===== config.mk =====
export PLATFORM = sky130hd
export DESIGN_NAME = zol_ctrl
export DESIGN_NICKNAME = d
export VERILOG_FILES = /design/src/rtl/zol_pkg.sv /design/src/rtl/zol_rpt_ctr.sv /design/src/rtl/zol_blk_loop.sv /design/src/rtl/zol_pc_sel.sv /design/src/rtl/zol_ctrl.sv
export SDC_FILE = /design/constraint.sdc
export NUM_CORES = 1
export LEC_CHECK = 0
export CORE_MARGIN = 2
export CORE_UTILIZATION = 45
export CTS_BUF_LIST = sky130_fd_sc_hd__clkbuf_2
export CTS_CLUSTER_SIZE = 40
export DETAILED_ROUTE_END_ITERATION = 10
export DONT_BUFFER_PORTS = 1
export PLACE_DENSITY = 0.59
export SLEW_MARGIN = 30
export SYNTH_ARGS = -nofsm -noshare
export SYNTH_HDL_FRONTEND = slang
export SYNTH_HIERARCHICAL = 1
export SYNTH_SLANG_ARGS = --single-unit

===== constraint.sdc =====
create_clock -name clk_i -period 3.3 [get_ports clk_i]
set_input_delay 0.33 -clock clk_i [delete_from_list [all_inputs] [get_ports clk_i]]
set_output_delay 0.33 -clock clk_i [all_outputs]
set_load 0.005 [all_outputs]

===== src/rtl/zol_pkg.sv =====
package zol_pkg;
  typedef enum logic [1:0] {
    CMD_NONE = 2'b00,
    CMD_RPT  = 2'b01,
    CMD_DO   = 2'b10,
    CMD_RSV  = 2'b11
  } zol_cmd_e;
endpackage


===== src/rtl/zol_rpt_ctr.sv =====
module zol_rpt_ctr #(
  parameter int CNT_W = 14
) (
  input  logic             clk_i,
  input  logic             rst_ni,
  input  logic             load_i,
  input  logic [CNT_W-1:0] cnt_i,
  input  logic             step_i,
  output logic             active_o,
  output logic             hold_o
);
  logic [CNT_W-1:0] cnt_q;
  logic             act_q;

  always_ff @(posedge clk_i or negedge rst_ni) begin
    if (!rst_ni) begin
      cnt_q <= '0;
      act_q <= 1'b0;
    end else if (load_i) begin
      cnt_q <= cnt_i;
      act_q <= 1'b1;
    end else if (step_i && act_q) begin
      if (cnt_q != '0) cnt_q <= cnt_q - 1'b1;
      else             act_q <= 1'b0;
    end
  end

  assign active_o = act_q;
  assign hold_o   = act_q && (cnt_q != '0);
endmodule


===== src/rtl/zol_blk_loop.sv =====
module zol_blk_loop #(
  parameter int PC_W  = 23,
  parameter int CNT_W = 14,
  parameter int OFS_W = 16
) (
  input  logic             clk_i,
  input  logic             rst_ni,
  input  logic             load_i,
  input  logic [PC_W-1:0]  start_i,
  input  logic [OFS_W-1:0] ofs_i,
  input  logic [CNT_W-1:0] cnt_i,
  input  logic             step_i,
  input  logic [PC_W-1:0]  pc_i,
  output logic             active_o,
  output logic             at_end_o,
  output logic             wrap_o,
  output logic [PC_W-1:0]  start_o
);
  localparam int EXT_W = PC_W - OFS_W;

  logic [PC_W-1:0]  start_q, end_q, span;
  logic [CNT_W-1:0] cnt_q;
  logic             act_q;

  // signed word offset to byte span
  assign span = {{EXT_W{ofs_i[OFS_W-1]}}, ofs_i} << 1;

  always_ff @(posedge clk_i or negedge rst_ni) begin
    if (!rst_ni) begin
      start_q <= '0;
      end_q   <= '0;
      cnt_q   <= '0;
      act_q   <= 1'b0;
    end else if (load_i) begin
      start_q <= start_i;
      end_q   <= start_i + span;
      cnt_q   <= cnt_i;
      act_q   <= 1'b1;
    end else if (step_i && at_end_o) begin
      if (cnt_q != '0) cnt_q <= cnt_q - 1'b1;
      else             act_q <= 1'b0;
    end
  end

  assign at_end_o = act_q && (pc_i == end_q);
  assign wrap_o   = at_end_o && (cnt_q != '0);
  assign active_o = act_q;
  assign start_o  = start_q;
endmodule


===== src/rtl/zol_pc_sel.sv =====
module zol_pc_sel #(
  parameter int PC_W = 23
) (
  input  logic [PC_W-1:0] pc_i,
  input  logic            do_i,
  input  logic            rpt_i,
  input  logic            hold_i,
  input  logic            wrap_i,
  input  logic [PC_W-1:0] start_i,
  output logic [PC_W-1:0] next_pc_o
);
  always_comb begin
    if (do_i)        next_pc_o = pc_i + PC_W'(4);
    else if (rpt_i)  next_pc_o = pc_i + PC_W'(2);
    else if (hold_i) next_pc_o = pc_i;
    else if (wrap_i) next_pc_o = start_i;
    else             next_pc_o = pc_i + PC_W'(2);
  end
endmodule


===== src/rtl/zol_ctrl.sv =====
module zol_ctrl
  import zol_pkg::*;
#(
  parameter int PC_W  = 23,
  parameter int CNT_W = 14,
  parameter int OFS_W = 16
) (
  input  logic             clk_i,
  input  logic             rst_ni,
  input  logic [PC_W-1:0]  pc_i,
  input  logic [1:0]       cmd_i,
  input  logic [CNT_W-1:0] count_i,
  input  logic [OFS_W-1:0] offset_i,
  input  logic             adv_i,
  output logic [PC_W-1:0]  next_pc_o,
  output logic             hold_o,
  output logic             rpt_active_o,
  output logic             loop_active_o
);
  logic [PC_W-1:0] pc_even, start_pc;
  logic            is_do, is_rpt, rpt_hold, at_end, wrap;
  logic            rpt_step, blk_step;
  logic            blk_at_end_unused;

  assign pc_even  = {pc_i[PC_W-1:1], 1'b0};
  assign is_do    = adv_i && (zol_cmd_e'(cmd_i) == CMD_DO);
  assign is_rpt   = adv_i && (zol_cmd_e'(cmd_i) == CMD_RPT);
  assign rpt_step = adv_i && !is_rpt && !is_do;
  // repeat hold stalls the loop end count
  assign blk_step = rpt_step && !rpt_hold;

  zol_rpt_ctr #(.CNT_W(CNT_W)) i_rpt (
    .clk_i    (clk_i),
    .rst_ni   (rst_ni),
    .load_i   (is_rpt),
    .cnt_i    (count_i),
    .step_i   (rpt_step),
    .active_o (rpt_active_o),
    .hold_o   (rpt_hold)
  );

  zol_blk_loop #(.PC_W(PC_W), .CNT_W(CNT_W), .OFS_W(OFS_W)) i_blk (
    .clk_i    (clk_i),
    .rst_ni   (rst_ni),
    .load_i   (is_do),
    .start_i  (pc_even + PC_W'(4)),
    .ofs_i    (offset_i),
    .cnt_i    (count_i),
    .step_i   (blk_step),
    .pc_i     (pc_even),
    .active_o (loop_active_o),
    .at_end_o (blk_at_end_unused),
    .wrap_o   (wrap),
    .start_o  (start_pc)
  );

  assign at_end = blk_at_end_unused;

  zol_pc_sel #(.PC_W(PC_W)) i_sel (
    .pc_i      (pc_even),
    .do_i      (is_do),
    .rpt_i     (is_rpt),
    .hold_i    (rpt_hold),
    .wrap_i    (wrap && at_end),
    .start_i   (start_pc),
    .next_pc_o (next_pc_o)
  );

  assign hold_o = rpt_hold && !is_rpt && !is_do;
endmodule


==> results of run 1 <==
## routing by layer
layer  global-route usage  routed length (um)
met3               0.0310                1660
met2                0.411               10200
met1                0.399               10700
met4                0.111                 610
met5                    0                   0
## path summary, 6_finish.rpt
| path | end | slack, ns | from | depth (start not counted) |
|---|---|---|---|---|
| worst max register to register | i_blk/cnt_q[1] | -0.15 | i_blk/cnt_q[0] | 21 |
| worst max-delay path | next_pc_o[22] | -0.42 | i_blk/cnt_q[3] | 11 |
| max in group asynchronous | i_blk/end_q[3] | 2.70 | rst_ni | 2 |
| min in group asynchronous | i_rpt/cnt_q[6] | 0.26 | rst_ni | 2 |
| worst min-delay path | i_blk/start_o[3] | 0.05 | pc_i[3] | 2 |
| worst min register to register | i_blk/start_o[11] | 0.54 | i_blk/start_o[11] | 1 |
## cell type report
type	instances	area (um2)	area share
clock inverter	6	80.1	0.00940
sequential	75	1880	0.220
tap	211	264	0.0310
clock buffer	10	50.0	0.00587
multi-input combinational	691	5360	0.628
antenna	1	2.50	0.000294
timing repair buffer	86	803	0.0942
inverter	23	90.1	0.0106
## cells by family (layout without fill, tap and decap cells)
family	Yosys count	after routing	synth area share
buf+inv	63	125	0.0359
xor+xnor	64	64	0.0792
other cells	1	4	0.000530
simple gates	351	351	0.296
compound gates	203	203	0.208
flops	75	75	0.265
fa+ha+maj	28	28	0.0505
mux	42	42	0.0654
## flip-flops by register name, indices dropped and copies added (netlist names)
signal / count
i_blk/active_o: 1
i_rpt/active_o: 1
i_blk/end_q: 22
i_rpt/cnt_q: 14
i_blk/start_o: 23
i_blk/cnt_q: 14
## power by group through the flow
stage	combinational (mW)	sequential, mW	clock (mW)
6_report	1.09	1.30	0.600
3_3_place_gp	0.922	1.29	0
2_1_floorplan	0.751	1.24	0
3_5_place_dp	0.957	1.30	0
5_1_grt	1.19	1.32	0.656
4_1_cts	1.05	1.29	0.617
## metrics by stage
step / utilization / setup TNS (ns)
floorplan: - / -0.0600
global placement: 0.491 / -0.0758
detailed placement: 0.491 / -0.376
CTS: 0.542 / -6.68
global route: 0.557 / -10.21
finish: 0.557 / -7.30
## what timing repair did
| item | in CTS | in global routing |
|---|---|---|
| hold buffers | 19 | 0 |
| endpoints found under the hold margin | 106 | 0 |
| gates cloned | 0 | 1 |
| resized for setup | 72 | 27 |
| pin swaps | 34 | 22 |
| endpoints found under the setup margin | 23 | 26 |
| buffers inserted | 18 | 9 |
## placed cells by master, fill, tap and decap left out, types with 9 or more instances in the layout
cell	synthesis	final
mux2_2	33	33
a21o_1	10	10
a22oi_1	24	13
nor3_1	14	14
nand4_1	26	26
buf_4	1	54
a22oi_2	0	11
or3_1	11	11
a21oi_1	27	23
a31oi_1	12	11
o21ai_0	27	20
dlygate4sd3_1	0	18
nand2_1	73	70
and3_1	15	14
xor2_1	23	23
clkbuf_2	0	10
o211ai_1	9	9
nor2_1	53	44
ha_1	27	27
xnor2_1	41	33
inv_1	22	21
dfrtp_1	75	75
nand3_1	45	42
nor2b_1	24	20
==> impl_metrics.csv, run 1 <==
group,metric,value,unit
synthesis,synth.most_common_cell,"dfrtp_1",
drt,drt_pass1_iterations,5,
critical_path,crit_path_top_delay_cell,"or4_4",
timing,fin_crit,3.72,ns
placement,placed_cells,1039,
power_and_ir_drop,p_seq_frac,0.434,
timing,rsz0062_at_grt,"yes",
placement,gp_congestion,0.944,
floorplan,dieArea,16800,um2
timing,fmax,0.269,GHz
power_and_ir_drop,sw_frac_of_total,0.368,
grt,grt_max_degree,93,
power_and_ir_drop,p_total,2.99,mW
critical_path,max_stage_delay,0.54,ns
cts,clkSinkCount,75,
floorplan,die_w,129,um
power_and_ir_drop,p_clk_frac,0.201,
cells_and_area,final_cells,1103,
synthesis,synth_area_per_cell,8.56,um2
grt,antenna_found_initial,1,
timing,holdWs,0.0490,ns
drt,wl_per_cell,21.0,um
critical_path,endpoint_kind,"primary output",
synthesis,netlist_top_cells_count,"dfrtp_1, nand2_1, nor2_1",
grt,grt_overflow_total,0,
synthesis,synth_top_cell_by_area,"dfrtp_1",
synthesis,syn-instance-count,827,
synthesis,syn_area,7080,um2
power_and_ir_drop,comb_power_share,0.365,
cts,cts_buffers,9,
synthesis,synth_seq_cells,75,
power_and_ir_drop,p_int,1.89,mW
cts,clk_pin_slew,0.21,ns
critical_path,cp-start-kind,"flop",
critical_path,crit_arrival,3.39,ns
placement,post_dp_cell_area,7520,um2
status,violations,"negative setup slack",
cts,h-tree-depth,3,
cells_and_area,nNetsFinal,972,
synthesis,ys.flop_type,"dfrtp_1",
floorplan,rows,45,
power_and_ir_drop,leakage,3.36,nW
min_path,hold_class,"input port to flop",
synthesis,ys_seq_area_frac,0.265,
cells_and_area,drive_above_1_share,0.249,
cts,clock_latency,0.59,ns
placement,post-dp-hpwl,16.4,mm
cts,cts-root-buf,"clkbuf_2",
drt,vias,7046,
power_and_ir_drop,p_switching,1.10,mW
critical_path,cp.required,2.97,ns
synthesis,yosys_warnings,6,
drt,drt-initial-drc-count,543,
synthesis,synth_edf_count,0,
synthesis,synth_top_area_share,0.265,
cells_and_area,num-fill-cells,1402,
grt,track_usage,0.273,
cells_and_area,area_delta_synth_final,20.4,%
grt,grt_pass1_wl,35.7,mm
synthesis,ys_types,98,
drt,routed_wl,23.1,mm
synthesis,yosys-top-cells-area,"dfrtp_1, mux2_2, xnor2_1, ha_1, nand2_1",
floorplan,boundaryPins,84,
timing,setup_viol,26,
timing,worst_slack,-0.421,ns
drt,drc,0,
timing,tightest_slew,0.833,ns
power_and_ir_drop,ir_worst_vdd,180,uV
timing,max_slew_margin,0.444,
critical_path,crit_fanout,7,
critical_path,critical-path-top-delay-family,"simple AND/OR/NAND/NOR gates",
timing,clock_skew,0.0290,ns
power_and_ir_drop,power_density,350,nW/um2
placement,place_ws,-0.135,ns
timing,finalHoldViolations,0,
drt,ant_nets,0,
floorplan,fp.dieH,129,um
critical_path,cp_num_buf_inv,1,
floorplan,start_util,0.462,
cts,clock_path_buffers,2,
grt,grt_pass1_vias,6614,
timing,fin_crit_sh,1.13,
flow_run,cap_violations,0,
timing,maxSlewViolCount,0,
drt,viasPerCell,6.39,
status,outcome,"finished, violations left",
placement,portBuffers,0,
synthesis,async_reset_ff_frac,1.00,
cts,cts_tree,"yes",
critical_path,crit_type,"flop to primary output",
floorplan,core,15300,um2
cells_and_area,finalInstanceArea,8520,um2
critical_path,crit_chain,"or4_4, or3_4, nor4_4, and2b_1, and2_4, buf_4, nor2_4, o21ba_2, a2111oi_4, mux2_4, a21oi_2",
Power figures use the tool's default switching activity.
==> run 2: changes to the inputs <==
Settings changed: CAP_MARGIN from default to 10.
==> results of run 2 <==
Same layout as run 1: the final DEF is identical, and so are final timing and power.
==> run 3: changes to the inputs <==
Settings changed: CORE_ASPECT_RATIO from default to 0.8.
==> run 3 against run 2 <==
Net effect: the run still ends with negative setup slack left; critical path type unchanged; combinational power rose by 4%; total power grew 3.4%; via count is 1.0% lower; design area decreased by 1.6%; register-to-register slack better by 0.50 ns.
==> impl_metrics.csv, run 3 (same netlist as run 1, synthesis figures left out) <==
group,metric,value,unit
status,outcome,"finished, violations left",
status,violations,"negative setup slack",
drt,drt-initial-drc-count,699,
floorplan,fp.dieH,116,um
timing,finalHoldViolations,0,
power_and_ir_drop,power_density,368,nW/um2
cts,h-tree-depth,3,
cells_and_area,largest_register_ffs,23,
critical_path,crit_path_top_delay_cell,"or4_4",
critical_path,startpoint,"i_blk/cnt_q[3]",
placement,portBuffers,0,
critical_path,crit_chain,"or4_4, or3_4, nor4_4, and2b_1, and2_4, buf_4, buf_8, o21ai_4, buf_6, nand2_1, nor4_2, a211oi_2",
timing,fin_crit_sh,1.10,
cells_and_area,drive_above_1_share,0.228,
floorplan,start_util,0.465,
critical_path,max_stage_delay,0.54,ns
critical_path,crit_fanout,11,
floorplan,dieArea,16800,um2
grt,grt_max_degree,76,
cts,cts_tree,"yes",
timing,max_slew_margin,0.429,
drt,routed_wl,23.2,mm
cells_and_area,antennaDiodeCount,0,
critical_path,cp-start-kind,"flop",
grt,grt_overflow_total,0,
cts,cts_buffers,9,
power_and_ir_drop,p_total,3.09,mW
timing,fin_crit,3.63,ns
cts,clock_path_buffers,2,
cells_and_area,mostFrequentLayoutCells,"dfrtp_1, nand2_1, nor2_1, buf_4, nand3_1",
power_and_ir_drop,leakage,3.26,nW
cells_and_area,utilization,0.551,
timing,fmax,0.276,GHz
grt,grt_pass1_wl,35.6,mm
grt,antenna_found_initial,0,
placement,gp_congestion,0.943,
drt,drt_pass1_iterations,5,
cells_and_area,area_delta_synth_final,18.5,%
flow_run,cap_violations,0,
drt,vias,6975,
timing,worst_slack,-0.328,ns
placement,post-dp-hpwl,17.0,mm
grt,grt_pass1_vias,6351,
placement,post_dp_cell_area,7540,um2
cts,clk_pin_slew,0.22,ns
grt,track_usage,0.275,
floorplan,boundaryPins,84,
cells_and_area,final_common_cell,"dfrtp_1",
cts,cts-root-buf,"clkbuf_2",
timing,clock_skew,0.0269,ns
drt,ant_nets,0,
critical_path,crit_type,"flop to primary output",
min_path,hold_class,"input port to flop",
critical_path,cp.required,2.97,ns
floorplan,rows,40,
timing,rsz0062_at_grt,"yes",
critical_path,r2r-start,"i_rpt/cnt_q[0]",
floorplan,core,15200,um2
power_and_ir_drop,ir_worst_vdd,193,uV
drt,drc,0,
drt,viasPerCell,6.40,
timing,tightest_slew,0.856,ns
cells_and_area,finalInstanceArea,8390,um2
cells_and_area,nNetsFinal,961,
cts,clkSinkCount,75,
critical_path,endpoint_kind,"primary output",
floorplan,die_w,144,um
timing,maxSlewViolCount,0,
critical_path,crit_arrival,3.30,ns
timing,setup_viol,22,
cts,clock_latency,0.55,ns
min_path,min-delay-start,"pc_i[17]",
drt,wl_per_cell,21.3,um
-- run 3: cell count changes in the layout (fill, tap and decap cells not counted), moves of 2 or more --
cell and change:
a22oi_1 +3, a22oi_2 -3, buf_4 -10, nand2_1 +2
nor2b_2 +2, nor2b_4 -3, xnor2_1 +2, xnor2_2 -2
-- run 3: final cells by class --
type,count,area (um2)
clock buffer,11,55.1
clock inverter,5,101
fill,1429,6830
inverter,23,86.3
multi-input combinational,691,5310
sequential,75,1880
tap,210,263
timing repair buffer,75,694
-- run 3: where the power goes --
| group | total, mW | leakage (nW) | switching (mW) | internal [mW] |
|---|---|---|---|---|
| Sequential | 1.29 | 0.853 | 0.186 | 1.10 |
| Combinational | 1.13 | 2.32 | 0.579 | 0.553 |
| Clock | 0.666 | 0.0898 | 0.335 | 0.330 |
| Total | 3.09 | 3.26 | 1.10 | 1.99 |
-- run 3: what timing repair did --
item / in CTS / in global routing
pin swaps: 25 / 20
setup buffers: 5 / 7
endpoints found under the hold margin: 106 / 0
gates resized for setup: 48 / 36
endpoints found under the setup margin: 23 / 23
hold buffers: 19 / 0
gates cloned: 0 / 1
-- run 3: through the flow --
stage,setup TNS [ns],std cells,hold slack (ns),worst slack (ns)
floorplan,-0.0600,829,0.0344,-0.0394
global placement,0,1042,0.0366,0.00683
CTS,-6.68,1082,0.0259,-0.384
finish,-5.47,1090,0.0725,-0.328
global route,-9.88,1090,0.0167,-0.540
detailed placement,-0.113,1042,0.0369,-0.0588
-- run 3: path summary, 6_finish.rpt --
path	cells after the start	slack [ns]	end
setup / recovery	12	-0.33	next_pc_o[16]
hold / removal	2	0.07	i_blk/start_o[17]
setup reg to reg	10	0.35	i_blk/cnt_q[9]
hold reg to reg	1	0.54	i_blk/end_q[6]
max in group asynchronous	2	2.64	i_blk/end_q[12]
min in group asynchronous	2	0.29	i_rpt/cnt_q[9]
-- run 3: per-layer routing --
| metal | global-route usage | routed length (um) | vias to the layer above |
|---|---|---|---|
| met5 | 0 | 0 | - |
| met4 | 0.0524 | 281 | 0 |
| met3 | 0.0726 | 1950 | 18 |
| met2 | 0.384 | 9700 | 290 |
| met1 | 0.425 | 11300 | 3415 |
| li1 | - | - | 3252 |
-- run 3: critical path, delay by kind of cell, from the launching register on --
family          cells  cell delay, ns
compound gates      2            0.25
flops               1            0.42
simple gates        7            1.68
buf+inv             3            0.41
